[config.mk]
export PLATFORM = sky130hd
export DESIGN_NAME = lsm_uop_seq
export DESIGN_NICKNAME = d
export VERILOG_FILES = /design/src/rtl/lsm_pkg.sv /design/src/rtl/lsm_popcnt.sv /design/src/rtl/lsm_lowbit.sv /design/src/rtl/lsm_start_off.sv /design/src/rtl/lsm_uop_seq.sv
export SDC_FILE = /design/constraint.sdc
export NUM_CORES = 1
export LEC_CHECK = 0
export BUFFER_PORTS_ARGS = -buffer_cell sky130_fd_sc_hd__buf_2
export CAP_MARGIN = 0
export CORE_MARGIN = 2
export CORE_UTILIZATION = 40
export CTS_BUF_LIST = sky130_fd_sc_hd__clkbuf_8
export CTS_CLUSTER_SIZE = 30
export DETAILED_ROUTE_END_ITERATION = 6
export PLACE_DENSITY = 0.71
export SLEW_MARGIN = 20
export SYNTH_ARGS = -nofsm -noshare
export SYNTH_HDL_FRONTEND = slang
export SYNTH_SLANG_ARGS = --single-unit
[constraint.sdc]
create_clock -name clk -period 6.5 [get_ports clk]
set_input_delay 1.95 -clock clk [delete_from_list [all_inputs] [get_ports clk]]
set_output_delay 1.95 -clock clk [all_outputs]
set_load 0.05 [all_outputs]
[src/rtl/lsm_pkg.sv]
package lsm_pkg;
    typedef enum logic [1:0] {
        UOP_BASECOPY = 2'd0,
        UOP_XFER     = 2'd1,
        UOP_WBACK    = 2'd2
    } uop_kind_t;

    typedef enum logic [1:0] {
        S_IDLE  = 2'd0,
        S_COPY  = 2'd1,
        S_XFER  = 2'd2,
        S_WBACK = 2'd3
    } seq_state_t;
endpackage

[src/rtl/lsm_popcnt.sv]
module lsm_popcnt #(
    parameter int N = 16,
    parameter int CW = $clog2(N + 1)
) (
    input  logic [N-1:0]  vec,
    output logic [CW-1:0] count
);
    logic [CW-1:0] partial [N+1];

    assign partial[0] = '0;
    for (genvar g = 0; g < N; g++) begin : g_acc
        assign partial[g+1] = partial[g] + CW'(vec[g]);
    end
    assign count = partial[N];
endmodule

[src/rtl/lsm_lowbit.sv]
module lsm_lowbit #(
    parameter int N = 16,
    parameter int IW = $clog2(N)
) (
    input  logic [N-1:0]  vec,
    output logic [IW-1:0] idx,
    output logic          found
);
    // Scan from the top so the lowest set bit wins.
    always_comb begin
        idx   = '0;
        found = 1'b0;
        for (int i = N - 1; i >= 0; i--) begin
            if (vec[i]) begin
                idx   = IW'(i);
                found = 1'b1;
            end
        end
    end
endmodule

[src/rtl/lsm_start_off.sv]
module lsm_start_off #(
    parameter int CW = 5,
    parameter int OFFW = CW + 2
) (
    input  logic            pre,
    input  logic            up,
    input  logic [CW-1:0]   cnt,
    output logic [OFFW-1:0] off
);
    logic [OFFW-1:0] span;

    assign span = {cnt, 2'b00};

    always_comb begin
        unique case ({pre, up})
            2'b00:   off = span - OFFW'(4);   // decrement, access after
            2'b01:   off = '0;                // increment, access after
            2'b10:   off = span;              // decrement, access before
            default: off = OFFW'(4);          // increment, access before
        endcase
    end
endmodule

[src/rtl/lsm_uop_seq.sv]
module lsm_uop_seq
    import lsm_pkg::*;
#(
    parameter int NREGS = 16,
    parameter int CONDW = 4,
    localparam int IW   = $clog2(NREGS),
    localparam int CW   = $clog2(NREGS + 1),
    localparam int OFFW = CW + 2
) (
    input  logic             clk,
    input  logic             rst,
    input  logic             start,
    input  logic [NREGS-1:0] reg_list,
    input  logic             pre_idx,
    input  logic             up_dir,
    input  logic             wb_en,
    input  logic             is_load,
    input  logic [IW-1:0]    base_idx,
    input  logic [CONDW-1:0] cond_in,
    input  logic             uop_ready,
    output logic             uop_valid,
    output logic [1:0]       uop_kind,
    output logic [IW-1:0]    uop_reg,
    output logic [OFFW-1:0]  uop_offset,
    output logic             uop_add,
    output logic             uop_load,
    output logic [CONDW-1:0] uop_cond,
    output logic             uop_last,
    output logic             busy,
    output logic             err
);
    seq_state_t        state_q;
    logic [NREGS-1:0]  rem_q;
    logic [NREGS-1:0]  rem_next;
    logic [NREGS-1:0]  pick_mask;
    logic [OFFW-1:0]   off_q;
    logic [CW-1:0]     cnt_q;
    logic [IW-1:0]     base_q;
    logic [CONDW-1:0]  cond_q;
    logic              up_q;
    logic              wb_q;
    logic              ld_q;
    logic              err_q;

    logic [CW-1:0]     in_cnt;
    logic [OFFW-1:0]   in_off;
    logic [IW-1:0]     pick_idx;
    logic              pick_found;
    logic              fire;

    lsm_popcnt #(.N(NREGS), .CW(CW)) u_cnt (
        .vec   (reg_list),
        .count (in_cnt)
    );

    lsm_start_off #(.CW(CW), .OFFW(OFFW)) u_off (
        .pre (pre_idx),
        .up  (up_dir),
        .cnt (in_cnt),
        .off (in_off)
    );

    lsm_lowbit #(.N(NREGS), .IW(IW)) u_pick (
        .vec   (rem_q),
        .idx   (pick_idx),
        .found (pick_found)
    );

    always_comb begin
        pick_mask           = '0;
        pick_mask[pick_idx] = 1'b1;
        rem_next            = rem_q & ~pick_mask;
    end

    assign fire = uop_valid && uop_ready;

    // State and context registers
    always_ff @(posedge clk) begin
        if (rst) begin
            state_q <= S_IDLE;
            rem_q   <= '0;
            off_q   <= '0;
            cnt_q   <= '0;
            base_q  <= '0;
            cond_q  <= '0;
            up_q    <= 1'b0;
            wb_q    <= 1'b0;
            ld_q    <= 1'b0;
            err_q   <= 1'b0;
        end else begin
            err_q <= 1'b0;
            unique case (state_q)
                S_IDLE: begin
                    if (start) begin
                        if (reg_list == '0) begin
                            err_q <= 1'b1;
                        end else begin
                            rem_q   <= reg_list;
                            cnt_q   <= in_cnt;
                            off_q   <= in_off;
                            base_q  <= base_idx;
                            cond_q  <= cond_in;
                            up_q    <= up_dir;
                            wb_q    <= wb_en;
                            ld_q    <= is_load;
                            state_q <= S_COPY;
                        end
                    end
                end
                S_COPY: begin
                    if (fire) state_q <= S_XFER;
                end
                S_XFER: begin
                    if (fire) begin
                        rem_q <= rem_next;
                        off_q <= up_q ? off_q + OFFW'(4) : off_q - OFFW'(4);
                        if (rem_next == '0)
                            state_q <= wb_q ? S_WBACK : S_IDLE;
                    end
                end
                S_WBACK: begin
                    if (fire) state_q <= S_IDLE;
                end
            endcase
        end
    end

    // Descriptor outputs
    always_comb begin
        uop_valid  = 1'b0;
        uop_kind   = UOP_BASECOPY;
        uop_reg    = base_q;
        uop_offset = '0;
        uop_add    = 1'b1;
        uop_load   = 1'b0;
        uop_last   = 1'b0;
        unique case (state_q)
            S_IDLE: begin
                uop_valid = 1'b0;
            end
            S_COPY: begin
                uop_valid = 1'b1;
            end
            S_XFER: begin
                uop_valid  = pick_found;
                uop_kind   = UOP_XFER;
                uop_reg    = pick_idx;
                uop_offset = off_q;
                uop_add    = up_q;
                uop_load   = ld_q;
                uop_last   = (rem_next == '0) && !wb_q;
            end
            S_WBACK: begin
                uop_valid  = 1'b1;
                uop_kind   = UOP_WBACK;
                uop_offset = {cnt_q, 2'b00};
                uop_add    = up_q;
                uop_last   = 1'b1;
            end
        endcase
    end

    assign uop_cond = cond_q;
    assign busy     = (state_q != S_IDLE);
    assign err      = err_q;
endmodule

======== Yosys cells after proc, flatten, opt, wreduce, memory -nomap -nowiden ========
Cells that the tools add are included.
operators by class
  magnitude comparators ................... 2
  add/sub/neg operators ................... 18
  multiplexer cells ....................... 60
  reduce and logical (&&, ||, !) cells .... 16
  bitwise operators ....................... 5
  equal/unequal tests ..................... 11
operators by type and width
  kind                   number
  $add A5 B1 Y5          14
  $mux W4                17
  $mux W16               3
  $logic_not A16 Y1      2
  $pmux W16 S2           1
  $mux W7                4
  $pmux W7 S2            2
  $pmux W7 S3            1
  $mux W1                20
  $and A16 B16 Y16       1
  $not A16 Y16           1
  $mux W2                7
  $sub A7 B3 Y7 const B  2
  $ne A2 B2 Y1 const B   6
  $pmux W2 S4            1
  $add A7 B3 Y7 const B  1
  $eq A2 B2 Y1 const B   3
  $reduce_and A6 Y1      1
  $lt A4 B5 Y1 const B   1
  $demux W1 S4           1
  $eq A2 B1 Y1 const B   2
  $ge A4 B1 Y1 const B   1
  $logic_not A2 Y1       2
  $pmux W2 S2            1
  other kinds (11)       17
word-level totals
  word-level logic and storage cells ...... 122
  flip-flop bits (word level) ............. 42
  output and inout port bits .............. 23
  bits of input ports ..................... 32

======== Longest topological paths before layout ========
Gate-level depths: netlist of the first run.
  depth after elaboration ................. 26
  mapped depth ............................ 16
  gate-level depth less buffers ........... 16

======== Cells and area by module ========
From an unflattened synthesis of the first run, not the netlist that was laid out.
second synthesis, totals
  cell total of the unflattened synthesis .. 412
  area total of the unflattened synthesis .. 3,074.2 um^2
by module, submodules not included
  module         area an instance (um^2)  times used  cells each  sequential area each (um^2)
  lsm_uop_seq    2,349.8                  1           312         840.8
  lsm_popcnt     407.9                    1           47          0.0
  lsm_lowbit     178.9                    1           33          0.0
  lsm_start_off  137.6                    1           20          0.0

======== Worst setup path after synthesis of the first run ========
No wires, ideal clock.
  path kind ............................... in2reg
  start point ............................. in reg_list[2]
  end point ............................... reg off_q[6]
  data required time ...................... 6.408 ns
  slack ................................... 0.647 ns
  setup time .............................. 0.092 ns
  path buffers ............................ 0
  stages .................................. 14
  arrival time ............................ 5.761 ns
  cell sequence ........................... inv_1 -> fa_1 -> fa_1 -> fa_1 -> fa_1 -> fa_1 -> fa_1 -> ha_1 -> nor2b_1 -> nand2_1 -> nor2_1 -> xnor2_1 -> a21oi_1 -> o32ai_1
between the ends
  word-level cells in the longest chain between the ends .. 19
  elaborated cells on any way between the ends .. 22
  classes of those cells .................. add/sub (15); eq/ne (1); mux (4); reduce/logical (2)
RTL lines
  what                          RTL line             text
  from (decl)                   lsm_uop_seq.sv:13    input logic [NREGS-1:0] reg_list,
  $add A5 B1 Y5 (14 in series)  lsm_popcnt.sv:12     assign partial[g+1] = partial[g] + CW'(vec[g]);
  $sub A7 B3 Y7                 lsm_start_off.sv:16  2'b00: off = span - OFFW'(4);
  $pmux W7 S3                   lsm_start_off.sv:15  unique case ({pre, up})
  $mux W7                       lsm_uop_seq.sv:95    if (reg_list == '0) begin
  $mux W7                       lsm_uop_seq.sv:94    if (start) begin
  $pmux W7 S2                   lsm_uop_seq.sv:92    unique case (state_q)
  to (signal assigned)          lsm_uop_seq.sv:100   off_q <= in_off;
  to (signal assigned)          lsm_uop_seq.sv:116   off_q <= up_q ? off_q + OFFW'(4) : off_q - OFFW'(4);
  to (decl)                     lsm_uop_seq.sv:36    logic [OFFW-1:0] off_q;
Several ways; a longest one is shown, not always the timed one. The select of a mux whose other input is x is not followed.
A chain may end at the register's enable or synchronous reset.

======== Worst setup path after layout of the first run ========
Same ends and word-level chain as after synthesis.

==> results of run 1 <==
-- metrics by stage --
step	instances	total power (W)	setup slack (ps)	utilization, %	cell area [µm²]
global route	531	0.00123	418	46.6	3380
global placement	523	0.000962	321	45.3	3290
CTS	531	0.00115	576	46.6	3380
detailed placement	523	0.000969	271	45.3	3290
floorplan	392	0.000821	647	-	2990
finish	531	0.00115	559	46.6	3380
-- layer usage --
layer  vias to the layer above  track usage (%)  wire length, µm
li1                       1423                -                -
met3                        18             3.26              635
met2                       125             32.3             3880
met1                      1407             28.9             3840
met5                         -                0                0
met4                         0             8.85              209
-- cell usage in the layout, fill, tap and decap left out, types with 3 or more instances in the layout --
cell and n:
nand2_1 52, buf_2 52, a21oi_1 44, nor2_1 41, dfxtp_1 40, inv_1 36, o21ai_0 17, fa_1 11
ha_1 11, nand3_1 10, nor3_1 8, nor2b_1 7, xnor2_1 7, mux2i_1 6, clkbuf_8 6, a22oi_1 5
o41ai_1 4, o211ai_1 4, nand2b_1 3, nor4b_1 3, a21o_1 3, or3_1 3, a221oi_1 3
-- cell type report --
class	count	area, µm²
clock inverter	2	11.3
multi-input combinational	294	1950
inverter	36	135
timing repair buffer	54	275
clock buffer	6	82.6
tap	99	124
fill	773	3870
sequential	40	801
-- sequential cells by signal (all words and copies together), names as in the netlist --
signal	cells
err	1
up_q	1
state_q	2
uop_cond	4
off_q	5
ld_q	1
rem_q	16
wb_q	1
cnt_q	5
base_q	4
-- worst max path at each step --
stage	from	endpoint	cells past startpoint
2_1_floorplan	reg_list[2]	off_q[6]	14
3_3_place_gp	reg_list[2]	off_q[6]	15
3_5_place_dp	reg_list[2]	off_q[6]	15
4_1_cts	reg_list[2]	off_q[6]	15
5_1_grt	reg_list[2]	off_q[6]	15
6_report	reg_list[2]	off_q[6]	15
-- cells in the mapped netlist (all sizes together), types with 2 or more instances --
master   count  area, µm²
nand3       10       50.1
a31oi        2       12.5
nand2       53        201
a22oi        5       37.5
nor3         8       40.0
nor4b        3       26.3
o31ai        3       32.5
a21oi       44        220
xnor2        7       61.3
nor2b        8       50.1
nand4b       2       17.5
nand2b       4       27.5
or3          3       18.8
clkbuf      14       52.6
nor2        44        178
o311a        2       21.3
o41ai        4       35.0
o21ai       18       93.8
xor2         2       17.5
a221oi       3       26.3
fa          11        220
o2bb2ai      2       17.5
a21o         3       22.5
mux2i        6       60.1
o211ai       4       30.0
inv         36        135
buf          8       48.8
or2          5       36.3
dfxtp       40        801
nor4         3       33.8
and2         2       12.5
ha          11        138
o32ai        2       25.0
a211oi       2       15.0
-- cell families after synthesis --
family	after synthesis
AO/OA/AOI/OAI	104
XOR/XNOR	9
adder cells (fa/ha/maj)	23
buffers and inverters	58
flip-flops	40
multiplexers	7
other	1
AND/OR/NAND/NOR	149
-- report_power, final --
group	internal (W)	leakage [nW]	switching, W	total, W
clock network	0.0000848	0.0486	0.0000929	0.000178
registers	0.000281	0.329	0.0000470	0.000328
logic	0.000243	1.09	0.000404	0.000647
-- tightest hold or removal path: cells and delay by family, from the launching register on --
family | cells | cell delay (ps)
AOI/OAI and AO/OA | 1 | 50
DFF | 1 | 310
and+or+nand+nor | 1 | 50
==> impl_metrics.json, run 1 <==
{
  "dp_hpwl_um": 6450,
  "synth-async-reset-ratio_pct": 0,
  "routed_wl_um": 8560,
  "cts_tree": "done",
  "synth-compound-area-share_pct": 23.5,
  "r2r-end": "rem_q[6]",
  "die-width_um": 90.4,
  "path_clk_slew_ps": 80,
  "cts_buffers": 5,
  "tightestPinTransition_ps": 1100,
  "cp-start-kind": "input pin",
  "wl_per_cell_um": 16.1,
  "remaining_drc_errors": 0,
  "drt-initial-drc-count": 263,
  "synthMuxAreaShare_pct": 2.39,
  "hold_end": "ld_q",
  "hold_depth": 2,
  "p_leak_nw": 1.47,
  "cts_setup_buffers": 0,
  "clock_sinks": 40,
  "timing.final.crit_period_ps": 5940,
  "core_area_mm2": 0.00725,
  "slowest_delay_ps": 580,
  "ir_drop_mv": 0.171,
  "area_growth_pct": 13.3,
  "rsz0062_at_grt": "false",
  "power_per_cell_area_mw_per_mm2": 341,
  "io_buffer_count": 52,
  "syn_area_per_cell_um2": 7.63,
  "yosysSeqAreaShare_pct": 26.8,
  "critPathMaxFanout": 4,
  "cap_violations": 0,
  "r2r_start": "rem_q[2]",
  "yosysUniqueCellTypes": 65,
  "yosys_register_bits": 40,
  "holdCritPathClass": "register to register",
  "first_pass_iters": 5,
  "worst_skew_pair.late_latency_ps": 300,
  "fp-row-count": 31,
  "syn_area_mm2": 0.00298,
  "num_antenna_cells": 0,
  "die_y_um": 90.4,
  "critPathCaptureType": "register",
  "synth_warnings": 0,
  "grt_max_degree": 42,
  "min_from": "ld_q",
  "synth_xor_area_share_pct": 2.64,
  "pin_count": 55,
  "path_cells": "buf_2 > inv_1 > fa_1 > fa_1 > fa_1 > fa_1 > fa_1 > fa_1 > ha_1 > nor2b_1 > nand2_1 > nor2_1 > xnor2_1 > a21oi_1 > o32ai_1",
  "slew_headroom_pct": 26.4,
  "reg2reg_depth": 8,
  "synthSimpleGateAreaFrac_pct": 24.2,
  "reg2reg_slack_ps": 3630,
  "cts-root-buf": "clkbuf_8",
  "htreeDepth": 2,
  "report.final.setup_viol": 0,
  "finalHoldViolCount": 0,
  "tns_ps": 0,
  "cts.hold.buffers_added": 0,
  "path_delay_family": "adder cells",
  "synth_edf_count": 0,
  "synth_top_family_by_area": "simple AND/OR/NAND/NOR gates",
  "grt_overflow_total": 0,
  "clockBufferDepth": 2,
  "ctsResizeCount": 0,
  "grt_pass1_vias": 2726,
  "cp_slowest_cell": "fa_1",
  "critPathKind": "input pin to register",
  "antenna_found_initial": 0,
  "drtAntennaViolNets": 0,
  "synthFlopType": "dfxtp_1",
  "grt_pass1_wl_um": 13800,
  "period_share_pct": 91.4,
  "synth_adder_area_share_pct": 12.4,
  "drive_gt1_share_pct": 19.0,
  "via_per_inst": 5.60,
  "die_area_mm2": 0.00817,
  "crit_top_cell": "fa_1",
  "grt_usage_pct": 20.9,
  "timing.hold.ws_ps": 451,
  "max_freq_mhz": 168,
  "netlist_instances": 391,
  "worstPathArrival_ps": 6150,
  "start_util_pct": 41.1,
  "drv_slew": 0,
  "cp_num_buf_inv": 2,
  "fin_nets": 485,
  "gp_congestion": 0.944,
  "vias": 2973,
  "clock_skew_ps": 7.06,
  "status": "completed",
  "critical_path_required_ps": 6710
}
Note: power is estimated with default switching activity, not from simulation.
==> inputs of run 2 (changes only) <==
--- a/config.mk
+++ b/config.mk
@@ -8,11 +8,10 @@
 export BUFFER_PORTS_ARGS = -buffer_cell sky130_fd_sc_hd__buf_2
 export CAP_MARGIN = 0
 export CORE_MARGIN = 2
-export CORE_UTILIZATION = 40
-export CTS_BUF_LIST = sky130_fd_sc_hd__clkbuf_8
+export CORE_UTILIZATION = 51
 export CTS_CLUSTER_SIZE = 30
 export DETAILED_ROUTE_END_ITERATION = 6
-export PLACE_DENSITY = 0.71
+export PLACE_DENSITY = 0.84
 export SLEW_MARGIN = 20
 export SYNTH_ARGS = -nofsm -noshare
 export SYNTH_HDL_FRONTEND = slang
==> run 2 against run 1 <==
Against the previous run:
- die area fell by 21%
- count of clock-buffer cells in the layout fell by 1
- maximum frequency fell by 0.97%
- hold slack barely moved
- critical path type unchanged
- largest cell class unchanged
==> impl_metrics.json, run 2 (synthesized netlist as in run 1, its figures left out) <==
{
  "drv_slew": 0,
  "p_leak_nw": 1.46,
  "core_area_mm2": 0.00557,
  "cts_tree": "done",
  "path_delay_family": "adder cells",
  "die-width_um": 80.5,
  "power_per_cell_area_mw_per_mm2": 340,
  "cts.hold.buffers_added": 0,
  "clockBufferDepth": 2,
  "wl_per_cell_um": 16.3,
  "slowest_delay_ps": 580,
  "final_cell_count_no_fill": 502,
  "final_area_mm2": 0.00333,
  "reg2reg_depth": 8,
  "r2r-end": "rem_q[6]",
  "clock_sinks": 40,
  "slew_headroom_pct": 29.9,
  "drt-initial-drc-count": 331,
  "placed_cell_area_mm2": 0.00325,
  "clock_skew_ps": 8.50,
  "critPathMaxFanout": 4,
  "hold_depth": 2,
  "dp_cells": 495,
  "tns_ps": 0,
  "r2r_start": "rem_q[2]",
  "cts_buffers": 5,
  "area_growth_pct": 11.7,
  "ir_drop_mv": 0.175,
  "grt_pass1_wl_um": 13700,
  "first_pass_iters": 5,
  "fin_ws_ps": 501,
  "internal_power_w": 0.000597,
  "routed_wl_um": 8190,
  "dp_hpwl_um": 5930,
  "num_antenna_cells": 0,
  "grt_usage_pct": 27.6,
  "power_frac_clock_pct": 14.4,
  "cp_slowest_cell": "fa_1",
  "cp-startpoint": "reg_list[2]",
  "grt_overflow_total": 0,
  "largest_register_ffs": 16,
  "finalHoldViolCount": 0,
  "vias": 2983,
  "rsz0062_at_grt": "false",
  "worst_skew_pair.late_latency_ps": 300,
  "dp_slack_ps": 253,
  "drtAntennaViolNets": 0,
  "pwr-share-comb_pct": 56.6,
  "period_share_pct": 92.3,
  "cts_setup_buffers": 0,
  "grt_pass1_vias": 2837,
  "drive_gt1_share_pct": 18.8,
  "die_area_mm2": 0.00648,
  "crit_top_cell": "fa_1",
  "holdCritPathClass": "register to register",
  "top_register": "rem_q",
  "fp-row-count": 27,
  "p_seq_share_pct": 29.0,
  "cts-root-buf": "clkbuf_8",
  "critPathKind": "input pin to register",
  "pin_count": 55,
  "die_y_um": 80.5,
  "path_clk_slew_ps": 70,
  "cp-start-kind": "input pin",
  "mostFrequentLayoutCells": "nand2_1, buf_2, a21oi_1, nor2_1, dfxtp_1",
  "status": "completed",
  "path_cells": "buf_2 > inv_1 > fa_1 > fa_1 > fa_1 > fa_1 > fa_1 > fa_1 > ha_1 > nor2b_1 > nand2_1 > nor2_1 > xnor2_1 > a21oi_1 > o32ai_1",
  "fin_nets": 484,
  "cap_violations": 0,
  "reg.largest.list": "rem_q x16, cnt_q x5, off_q x5",
  "cp_num_buf_inv": 2,
  "gp_congestion": 1.07,
  "tightestPinTransition_ps": 1050,
  "power_switching_w": 0.000537,
  "io_buffer_count": 52,
  "min_from": "ld_q",
  "report.final.setup_viol": 0,
  "reg2reg_slack_ps": 3740,
  "worstPathArrival_ps": 6200,
  "finalPower_w": 0.00113,
  "remaining_drc_errors": 0,
  "ctsResizeCount": 0,
  "hold_end": "ld_q",
  "max_freq_mhz": 167,
  "grt_max_degree": 42,
  "critPathCaptureType": "register",
  "antenna_found_initial": 0,
  "netSwitchingFraction_pct": 47.3,
  "htreeDepth": 2,
  "critical_path_required_ps": 6700,
  "start_util_pct": 53.5,
  "timing.final.crit_period_ps": 6000,
  "via_per_inst": 5.94
}
## run 2: tightest hold or removal path, cell delays in order (launching register included)
cell and delay, ps:
dfxtp_1 310, nand2_1 50, a21oi_1 50
## run 2: power by group through the flow
stage	clock, W	combinational (W)	sequential, W
floorplan	0	0.000500	0.000321
global placement	0	0.000606	0.000330
detailed placement	0	0.000626	0.000332
CTS	0.000165	0.000632	0.000326
global route	0.000175	0.000712	0.000335
finish	0.000163	0.000642	0.000328
## run 2: through the flow
step           hold WS (ps)  util (%)
2_1_floorplan           432         -
3_3_place_gp            437      58.2
3_5_place_dp            444      58.2
4_1_cts                 454      59.7
5_1_grt                 478      59.8
6_report                451      59.8
## run 2: worst max-delay path by stage
stage	end	cells past startpoint	slack [ps]
2_1_floorplan	off_q[6]	14	650
3_3_place_gp	off_q[6]	15	360
3_5_place_dp	off_q[6]	15	250
4_1_cts	off_q[6]	15	540
5_1_grt	off_q[6]	15	260
6_report	off_q[6]	15	500
## run 2: cell type report
type | instances | area (µm²)
flip-flops and latches | 40 | 801
repair buffers | 53 | 268
fillers | 509 | 2240
clock buffers | 5 | 68.8
multi-input cells | 294 | 1960
well taps | 72 | 90.1
inverters | 36 | 135
clock inverters | 2 | 12.5
## run 2: per-layer routing
layer | GRT usage (%) | wire length, µm | vias up
met1 | 36.2 | 3410 | 1347
met5 | 0 | 0 | -
li1 | - | - | 1421
met2 | 43.3 | 3760 | 184
met3 | 6.74 | 758 | 31
met4 | 11.2 | 263 | 0
